$ cat config.mk
export PLATFORM = sky130hd
export DESIGN_NAME = disp_irq_status
export DESIGN_NICKNAME = d
export VERILOG_FILES = /design/src/rtl/disp_irq_pkg.sv /design/src/rtl/irq_flag_bank.sv /design/src/rtl/irq_rd_decode.sv /design/src/rtl/disp_irq_status.sv
export SDC_FILE = /design/constraint.sdc
export NUM_CORES = 1
export LEC_CHECK = 0
export CORE_MARGIN = 4
export CORE_UTILIZATION = 31
export CTS_CLUSTER_DIAMETER = 30
export DETAILED_ROUTE_END_ITERATION = 10
export PLACE_DENSITY = 0.83
export SETUP_SLACK_MARGIN = 0.02
export SLEW_MARGIN = 20
export SYNTH_ARGS = -nofsm -noshare
export SYNTH_HDL_FRONTEND = slang
export SYNTH_HIERARCHICAL = 1
export SYNTH_SLANG_ARGS = --single-unit
$ cat constraint.sdc
create_clock -name clk_i -period 1.9 [get_ports clk_i]
set_clock_uncertainty 0.15 [all_clocks]
set_input_delay 0.19 -clock clk_i [delete_from_list [all_inputs] [get_ports clk_i]]
set_output_delay 0.19 -clock clk_i [all_outputs]
set_load 0.05 [all_outputs]
$ cat src/rtl/disp_irq_pkg.sv
package disp_irq_pkg;
  localparam int REG_W = 32;
  localparam int N_LOC = 5;
  localparam int N_SUM = 5;
  localparam logic [REG_W-1:0] VALID_MASK = 32'h0000_2F1F;

  // summary j -> word bit; post-processing skips bit 12
  function automatic int sum_bit(input int j);
    return (j == N_SUM-1) ? 13 : 8 + j;
  endfunction

  function automatic logic [REG_W-1:0] pack_status(input logic [N_LOC-1:0] loc,
                                                   input logic [N_SUM-1:0] sum);
    logic [REG_W-1:0] w;
    w = '0;
    w[N_LOC-1:0] = loc;
    for (int j = 0; j < N_SUM; j++) w[sum_bit(j)] = sum[j];
    return w;
  endfunction
endpackage

$ cat src/rtl/irq_flag_bank.sv
module irq_flag_bank #(
  parameter int N = 5
) (
  input  logic         clk_i,
  input  logic         rst_ni,
  input  logic [N-1:0] set_i,
  input  logic [N-1:0] clr_i,
  output logic [N-1:0] flag_o
);
  for (genvar g = 0; g < N; g++) begin : g_flag
    logic q;
    always_ff @(posedge clk_i or negedge rst_ni) begin
      if (!rst_ni) q <= 1'b0;
      else         q <= set_i[g] | (q & ~clr_i[g]);  // set beats clear
    end
    assign flag_o[g] = q;
  end
endmodule

$ cat src/rtl/irq_rd_decode.sv
module irq_rd_decode #(
  parameter int AW = 8,
  parameter int NU = 5,
  parameter logic [AW-1:0] STAT_ADDR = 8'h38,
  parameter logic [NU*AW-1:0] UNIT_ADDR = {8'h50, 8'h4C, 8'h48, 8'h44, 8'h40}
) (
  input  logic          rd_en_i,
  input  logic [AW-1:0] rd_addr_i,
  output logic          stat_hit_o,
  output logic [NU-1:0] unit_hit_o
);
  assign stat_hit_o = rd_en_i && (rd_addr_i == STAT_ADDR);
  for (genvar g = 0; g < NU; g++) begin : g_unit
    assign unit_hit_o[g] = rd_en_i && (rd_addr_i == UNIT_ADDR[g*AW +: AW]);
  end
endmodule

$ cat src/rtl/disp_irq_status.sv
module disp_irq_status
  import disp_irq_pkg::*;
#(
  parameter int AW = 8,
  parameter logic [AW-1:0] STAT_ADDR = 8'h38,
  parameter logic [N_SUM*AW-1:0] UNIT_ADDR = {8'h50, 8'h4C, 8'h48, 8'h44, 8'h40}
) (
  input  logic             clk_i,
  input  logic             rst_ni,
  input  logic [N_LOC-1:0] loc_evt_i,
  input  logic [N_SUM-1:0] layer_evt_i,
  input  logic             rd_en_i,
  input  logic [AW-1:0]    rd_addr_i,
  output logic [REG_W-1:0] rd_data_o,
  output logic             irq_o
);
  logic             stat_hit;
  logic [N_SUM-1:0] unit_hit;
  logic [N_LOC-1:0] loc_q;
  logic [N_SUM-1:0] sum_q;
  logic [REG_W-1:0] status_w;

  irq_rd_decode #(
    .AW(AW), .NU(N_SUM), .STAT_ADDR(STAT_ADDR), .UNIT_ADDR(UNIT_ADDR)
  ) u_dec (
    .rd_en_i   (rd_en_i),
    .rd_addr_i (rd_addr_i),
    .stat_hit_o(stat_hit),
    .unit_hit_o(unit_hit)
  );

  irq_flag_bank #(.N(N_LOC)) u_loc (
    .clk_i (clk_i),
    .rst_ni(rst_ni),
    .set_i (loc_evt_i),
    .clr_i ({N_LOC{stat_hit}}),
    .flag_o(loc_q)
  );

  irq_flag_bank #(.N(N_SUM)) u_sum (
    .clk_i (clk_i),
    .rst_ni(rst_ni),
    .set_i (layer_evt_i),
    .clr_i (unit_hit),
    .flag_o(sum_q)
  );

  assign status_w  = pack_status(loc_q, sum_q);
  // returned word is pre-clear state; same-cycle events land after the edge
  assign rd_data_o = stat_hit ? status_w : '0;
  assign irq_o     = |status_w;
endmodule

# Word level (Yosys, flattened, before mapping)
# Index checks and enable logic that the tools add are counted.
# word_totals
register_bits,10
output_inout_bits,33
elab_cells,50
# classes
eq_ne,6
muxes,1
bitwise,26
reduce_logical,7
# op_table
op,count
== test 8 x 7 -> 1 bit (second input constant),5
two-way mux 14 bit,1
AND 1 bit,10
bitwise OR 1 bit,10
OR reduction 10 bit,1
== test 8 x 6 -> 1 bit (second input constant),1
logical AND 1 bit,6
inverter 1 bit,6

# Logic depth before layout (Yosys ltp)
# Gate-level depths: netlist (run 1).
# logic_depth
word_depth,5
ltp_mapped,4
depth_no_buf,4

# Modules after synthesis
# The synthesis (run 1) kept the hierarchy.
# modules_own_cells
module,instances,cells_each,area_per_inst_um2
irq_flag_bank,2,20,219.0
disp_irq_status,1,37,254.0
irq_rd_decode,1,13,103.8

# Worst setup path before layout (run 1)
# OpenSTA, ideal clock, no wires.
# synth_path
kind,input-to-output
from,in rd_addr_i[1]
to,out rd_data_o[0]
t_arrival_ns,1.926
slack_ns,-0.366
cell_stages,3
n_path_buf,0
path_cell_list,or4b_4 nor3_1 and2_1
# synth_between
elab_chain_cells,3
# synth_rtl
item,line_no,rtl
from (decl),disp_irq_status.sv:13,"input logic [AW-1:0] rd_addr_i,"
== test 8 x 6 -> 1 bit,irq_rd_decode.sv:12,assign stat_hit_o = rd_en_i && (rd_addr_i == STAT_ADDR);
logical AND 1 bit,irq_rd_decode.sv:12,
via stat_hit,disp_irq_status.sv:17,logic stat_hit;
two-way mux 14 bit,disp_irq_status.sv:50,assign rd_data_o = stat_hit ? status_w : '0;
to (decl),disp_irq_status.sv:14,"output logic [REG_W-1:0] rd_data_o,"
# The timed path passes the listed nets, and every way through them passes these cells.

# Worst setup path in the final report (run 1)
# layout_path
from,in rd_addr_i[6]
to,out rd_data_o[10]
# The elaborated chain is that of the path after synthesis.

==> metrics.cfg, run 1 <==
[setup_path]
cp.arrival_ns=1.55
endpoint_kind=output port
critical_path_class=primary input to output port
required_ns=1.56
critPathMaxFanout=6
critPathLaunchType=primary input

[layout]
seq_area_sq_um=250
fin_nets=152
area_growth_pct=60.1
stdcell_area_sq_um=1270
multi_input_area_sq_um=380
drive_gt1_frac=0.423
diodes=0
n_fill_cell=219

[yosys]
yosysSeqAreaShare=0.314
synth_top_flop_cell=dfrtp_1
ys_ff_latch=10
yosysWarnings=6
syn_area_sq_um=796
netlist_instances=90
async_flop_share=1.00
ys_types=18
avgSynthCellArea_sq_um=8.84
synth-edff-count=0

[place]
placed_cell_area_sq_um=1180
port_buffers=31
dp_hpwl_um=1630
place.gp.congestion=0.755

[job]
maxCapViolations=0

[run_status]
status=completed

[clock_tree]
cts_max_level=1
clk_latency_ns=0.27
cts_buffers=3
clock-root-buffer=clkbuf_4
cts_tree=yes
clk_pin_slew_ns=0.07
clock-sinks=10
clk_path_buf_depth=2

[pwr]
power_density_nw_per_um2=454
p_leak_uw=0.000533
vdd_drop_max_mv=0.308

[die]
coreArea_sq_um=2450
dieArea_sq_um=3440
start_util=0.324
die_h_um=58.7
row_count=18
io_pins=54
die_w_um=58.7

[global_routing]
grtUsageTotal=0.114
grt_pass1_vias=720
grt_overflow_total=0
grt_pass1_wl_um=2990
antenna_found_initial=0
grt_max_degree=11

[drt]
routed_via_density=4.30
finalWirelength_um=1940
num_vias=688
wl_per_cell_um=12.1
dr.pass1.iters=4
drtAntennaViolNets=0
drc=0
first_iter_violations=16

[timing]
final.setup.tns_ns=0
fmax_mhz=530
finalSetupViolCount=0
hold_violations=0
min_period_ns=1.89
slew_viol_final=0
finalCritPeriodShare=0.992
rsz0062_at_grt=true

[hold_path]
hold_path.class=primary input to asynchronous set/reset pin

-- worst max-delay path: stages --
cell     delay, ns
buf_6         0.09
or4bb_4       0.54
nor3_4        0.22
buf_12        0.14
buf_8         0.10
and2_4        0.14
buf_12        0.13
-- flip-flops by register name, indices dropped and copies added (netlist names) --
name	flops
u_sum/g_flag.q	5
u_loc/g_flag.q	5
-- what timing repair did --
| item | in CTS | in global routing |
|---|---|---|
| gates resized for setup | 47 | 1 |
| endpoints found under the setup margin | 10 | 9 |
| buffers inserted | 5 | 2 |
| hold buffers | 0 | 0 |
| pin swaps | 3 | 1 |
-- final timing paths --
check,slack (ns),from,depth (start not counted),end
worst max-delay path,0.01,rd_addr_i[6],7,rd_data_o[10]
worst min-delay path,0.09,rst_ni,1,u_loc/g_flag[3].q$_DFF_PN0_
worst max register to register,1.07,u_sum/g_flag[3].q$_DFF_PN0_,1,u_sum/g_flag[3].q$_DFF_PN0_
worst min register to register,0.36,u_loc/g_flag[4].q$_DFF_PN0_,1,u_loc/g_flag[4].q$_DFF_PN0_
max in group asynchronous,1.18,rst_ni,1,u_sum/g_flag[4].q$_DFF_PN0_
min in group clk_i,0.24,rd_addr_i[1],5,u_sum/g_flag[3].q$_DFF_PN0_
-- cell usage after synthesis, drive strengths merged (2+ instances only) --
library cell / number / area [sq um]
and2: 10 / 63.8
nor3: 4 / 20.0
nor4: 4 / 31.3
or4b: 2 / 23.8
dfrtp: 10 / 250
buf: 32 / 240
a21o: 10 / 75.1
inv: 11 / 41.3
-- per-layer routing --
metal	share of wire	wire (um)	track usage
met3	0.090	175	0.0197
met4	0.021	40	0.0583
met5	0	0	0
met2	0.59	1150	0.246
met1	0.29	571	0.0932
-- per-stage QoR --
stage / utilization / hold WS, ns / setup slack (ns) / instances / total power [uW]
detailed placement: 0.482 / 0.336 / -0.307 / 149 / 390
global placement: 0.482 / 0.327 / -0.259 / 149 / 386
global route: 0.519 / 0.119 / -0.0187 / 160 / 600
finish: 0.519 / 0.0892 / 0.0147 / 160 / 578
floorplan: - / -0.256 / 0.107 / 111 / 360
CTS: 0.515 / 0.0879 / 0.0140 / 158 / 578
-- layout make-up --
cell class	instances	share of cell area
clock buffer	4	0.0285
multi-input combinational	58	0.299
sequential	10	0.196
inverter	11	0.0324
timing repair buffer	47	0.415
tap	30	0.0295
-- power breakdown --
| part | switching [uW] | leakage [uW] | internal [uW] |
|---|---|---|---|
| clock | 77.7 | 0.0000210 | 117 |
| sequential | 0.425 | 0.0000876 | 213 |
| combinational | 121 | 0.000425 | 49.4 |
-- cell families (layout without fill, tap and decap cells) --
kind of cell           count (synthesis)  after routing  share of synthesized area
AO/OA/AOI/OAI                         10             10                     0.0943
buffers and inverters                 43             62                      0.354
flip-flops                            10             10                      0.314
other                                  1             22                    0.00471
AND/OR/NAND/NOR                       26             26                      0.233
-- placed cells by master, fill, tap and decap left out, drive strengths merged, types with 2 or more instances in the layout --
master         Yosys  routed
a21o              10      10
inv               11      11
clkbuf             0       5
conb               1      22
dfrtp             10      10
and2              10      10
or4b               2       2
buf               32      34
nor4               4       4
clkdlybuf4s50      0      12
nor3               4       4
Power figures use the tool's default switching activity.
==> run 2: changes to the inputs <==
- CTS_CLUSTER_DIAMETER: 30 -> 120
- PLACE_DENSITY: 0.83 -> unset
- PLACE_DENSITY_LB_ADDON: unset -> 0.15
==> run 2 against run 1 <==
Sequential power barely moved; count of clock-buffer cells in the layout is 1 lower; sequential cell count stayed put; critical path depth did not move; cell count decreased by 1.3%; first-iteration DRC count fell by 56%; final area fell by 1.3%; worst setup slack hardly changed; highest routed layer unchanged.
==> metrics.cfg, run 2 (synthesized netlist as in run 1, its figures left out) <==
[clock_tree]
clock-sinks=10
clk_latency_ns=0.25
clk_path_buf_depth=2
clk_pin_slew_ns=0.06
cts_max_level=1
cts_buffers=3
clock-root-buffer=clkbuf_4
cts_tree=yes

[layout]
fin_nets=151
area_growth_pct=58.0
largestRegisters=u_loc/g_flag.q: 5 flops, u_sum/g_flag.q: 5 flops
seq_area_sq_um=250
n_fill_cell=241
drive_gt1_frac=0.406
multi_input_area_sq_um=380
final_util=0.512
diodes=0
mostFrequentLayoutCells=conb_1, buf_4, clkdlybuf4s50_1
instances_no_fill=158
final_common_cell=conb_1

[setup_path]
cp_cell_sequence=buf_6, or4bb_4, nor3_4, buf_12, buf_8, and2_4, buf_12
required_ns=1.56
critPathMaxFanout=5
cp.arrival_ns=1.54
slowest_delay_ns=0.54
critPathBufInv=4
crit_path_frequent_cell=buf_12
path_depth=7
critPathLaunch=rd_addr_i[7]
critical_path_class=primary input to output port
critPathLaunchType=primary input
worst_path_max_delay_cell=or4bb_4
ff2ff_path_depth=1
r2r-start=u_loc/g_flag[1].q$_DFF_PN0_
endpoint_kind=output port
critical_path.top_delay_family=simple AND/OR/NAND/NOR gates

[die]
dieArea_sq_um=3440
die_h_um=58.7
io_pins=54
row_count=18
die_w_um=58.7
coreArea_sq_um=2450
start_util=0.324

[global_routing]
grt_overflow_total=0
grt_pass1_vias=595
grt_pass1_wl_um=2660
antenna_found_initial=0
grt_max_degree=11
grtUsageTotal=0.103

[timing]
fmax_mhz=531
final.setup.tns_ns=0
min_period_ns=1.88
finalCritPeriodShare=0.992
rsz0062_at_grt=true
finalSetupViolCount=0
fin_hold_ws_ns=0.0994
slew_viol_final=0
hold_violations=0

[drt]
dr.pass1.iters=4
drtAntennaViolNets=0
first_iter_violations=7
num_vias=650
finalWirelength_um=1710
drc=0
routed_via_density=4.11
wl_per_cell_um=10.8

[place]
place.gp.congestion=0.737
placedCellCount=148
port_buffers=31
dp_hpwl_um=1370

[pwr]
power_density_nw_per_um2=410
vdd_drop_max_mv=0.404
p_leak_uw=0.000523

[job]
maxCapViolations=0

[hold_path]
hold_path.class=primary input to asynchronous set/reset pin

[run_status]
status=completed

run 2: changes by cell type in the layout (fill, tap and decap cells not counted):
cell,delta
buf_6,-2
buf_2,-1
buf_8,+1
clkbuf_8,-1
clkdlybuf4s15_1,+1
run 2: final cells by class:
type,count,share of cell area
Inverter,11,0.0328
Tap cell,30,0.0299
Clock buffer,3,0.0179
Timing Repair Buffer,46,0.418
Multi-Input combinational cell,58,0.302
Sequential cell,10,0.199
run 2: path summary, 6_finish.rpt:
kind / end / slack (ns)
max in group asynchronous: u_sum/g_flag[1].q$_DFF_PN0_ / 1.18
worst max register to register: u_loc/g_flag[1].q$_DFF_PN0_ / 1.07
worst max-delay path: rd_data_o[2] / 0.02
min in group clk_i: u_sum/g_flag[2].q$_DFF_PN0_ / 0.17
worst min-delay path: u_loc/g_flag[3].q$_DFF_PN0_ / 0.1
worst min register to register: u_sum/g_flag[3].q$_DFF_PN0_ / 0.35
run 2: report_power, final:
group / internal [uW] / leakage, uW / switching [uW]
registers: 213 / 0.0000876 / 0.401
logic: 47.3 / 0.000422 / 118
clock network: 72.7 / 0.0000138 / 64.2
total: 333 / 0.000523 / 182
run 2: stage by stage:
step / total power (uW) / instance area, sq um / setup slack (ns)
2_1_floorplan: 360 / 897 / 0.107
3_3_place_gp: 385 / 1170 / -0.263
3_5_place_dp: 386 / 1170 / -0.277
4_1_cts: 525 / 1250 / 0.0138
5_1_grt: 552 / 1260 / -0.0241
6_report: 516 / 1260 / 0.0151
run 2: layer usage:
| metal | vias up | wire length, um | global-route usage |
|---|---|---|---|
| li1 | 314 | - | - |
| met5 | - | 0 | 0 |
| met3 | 2 | 198 | 0.0263 |
| met4 | 0 | 24 | 0.0485 |
| met2 | 37 | 853 | 0.175 |
| met1 | 297 | 629 | 0.122 |
run 2: timing repair:
action                     CTS  global route
setup endpoints to repair   10             9
hold buffers                 0             0
pin swaps                    3             0
gates cloned                 0             0
buffers inserted             6             1
resized for setup           43             1
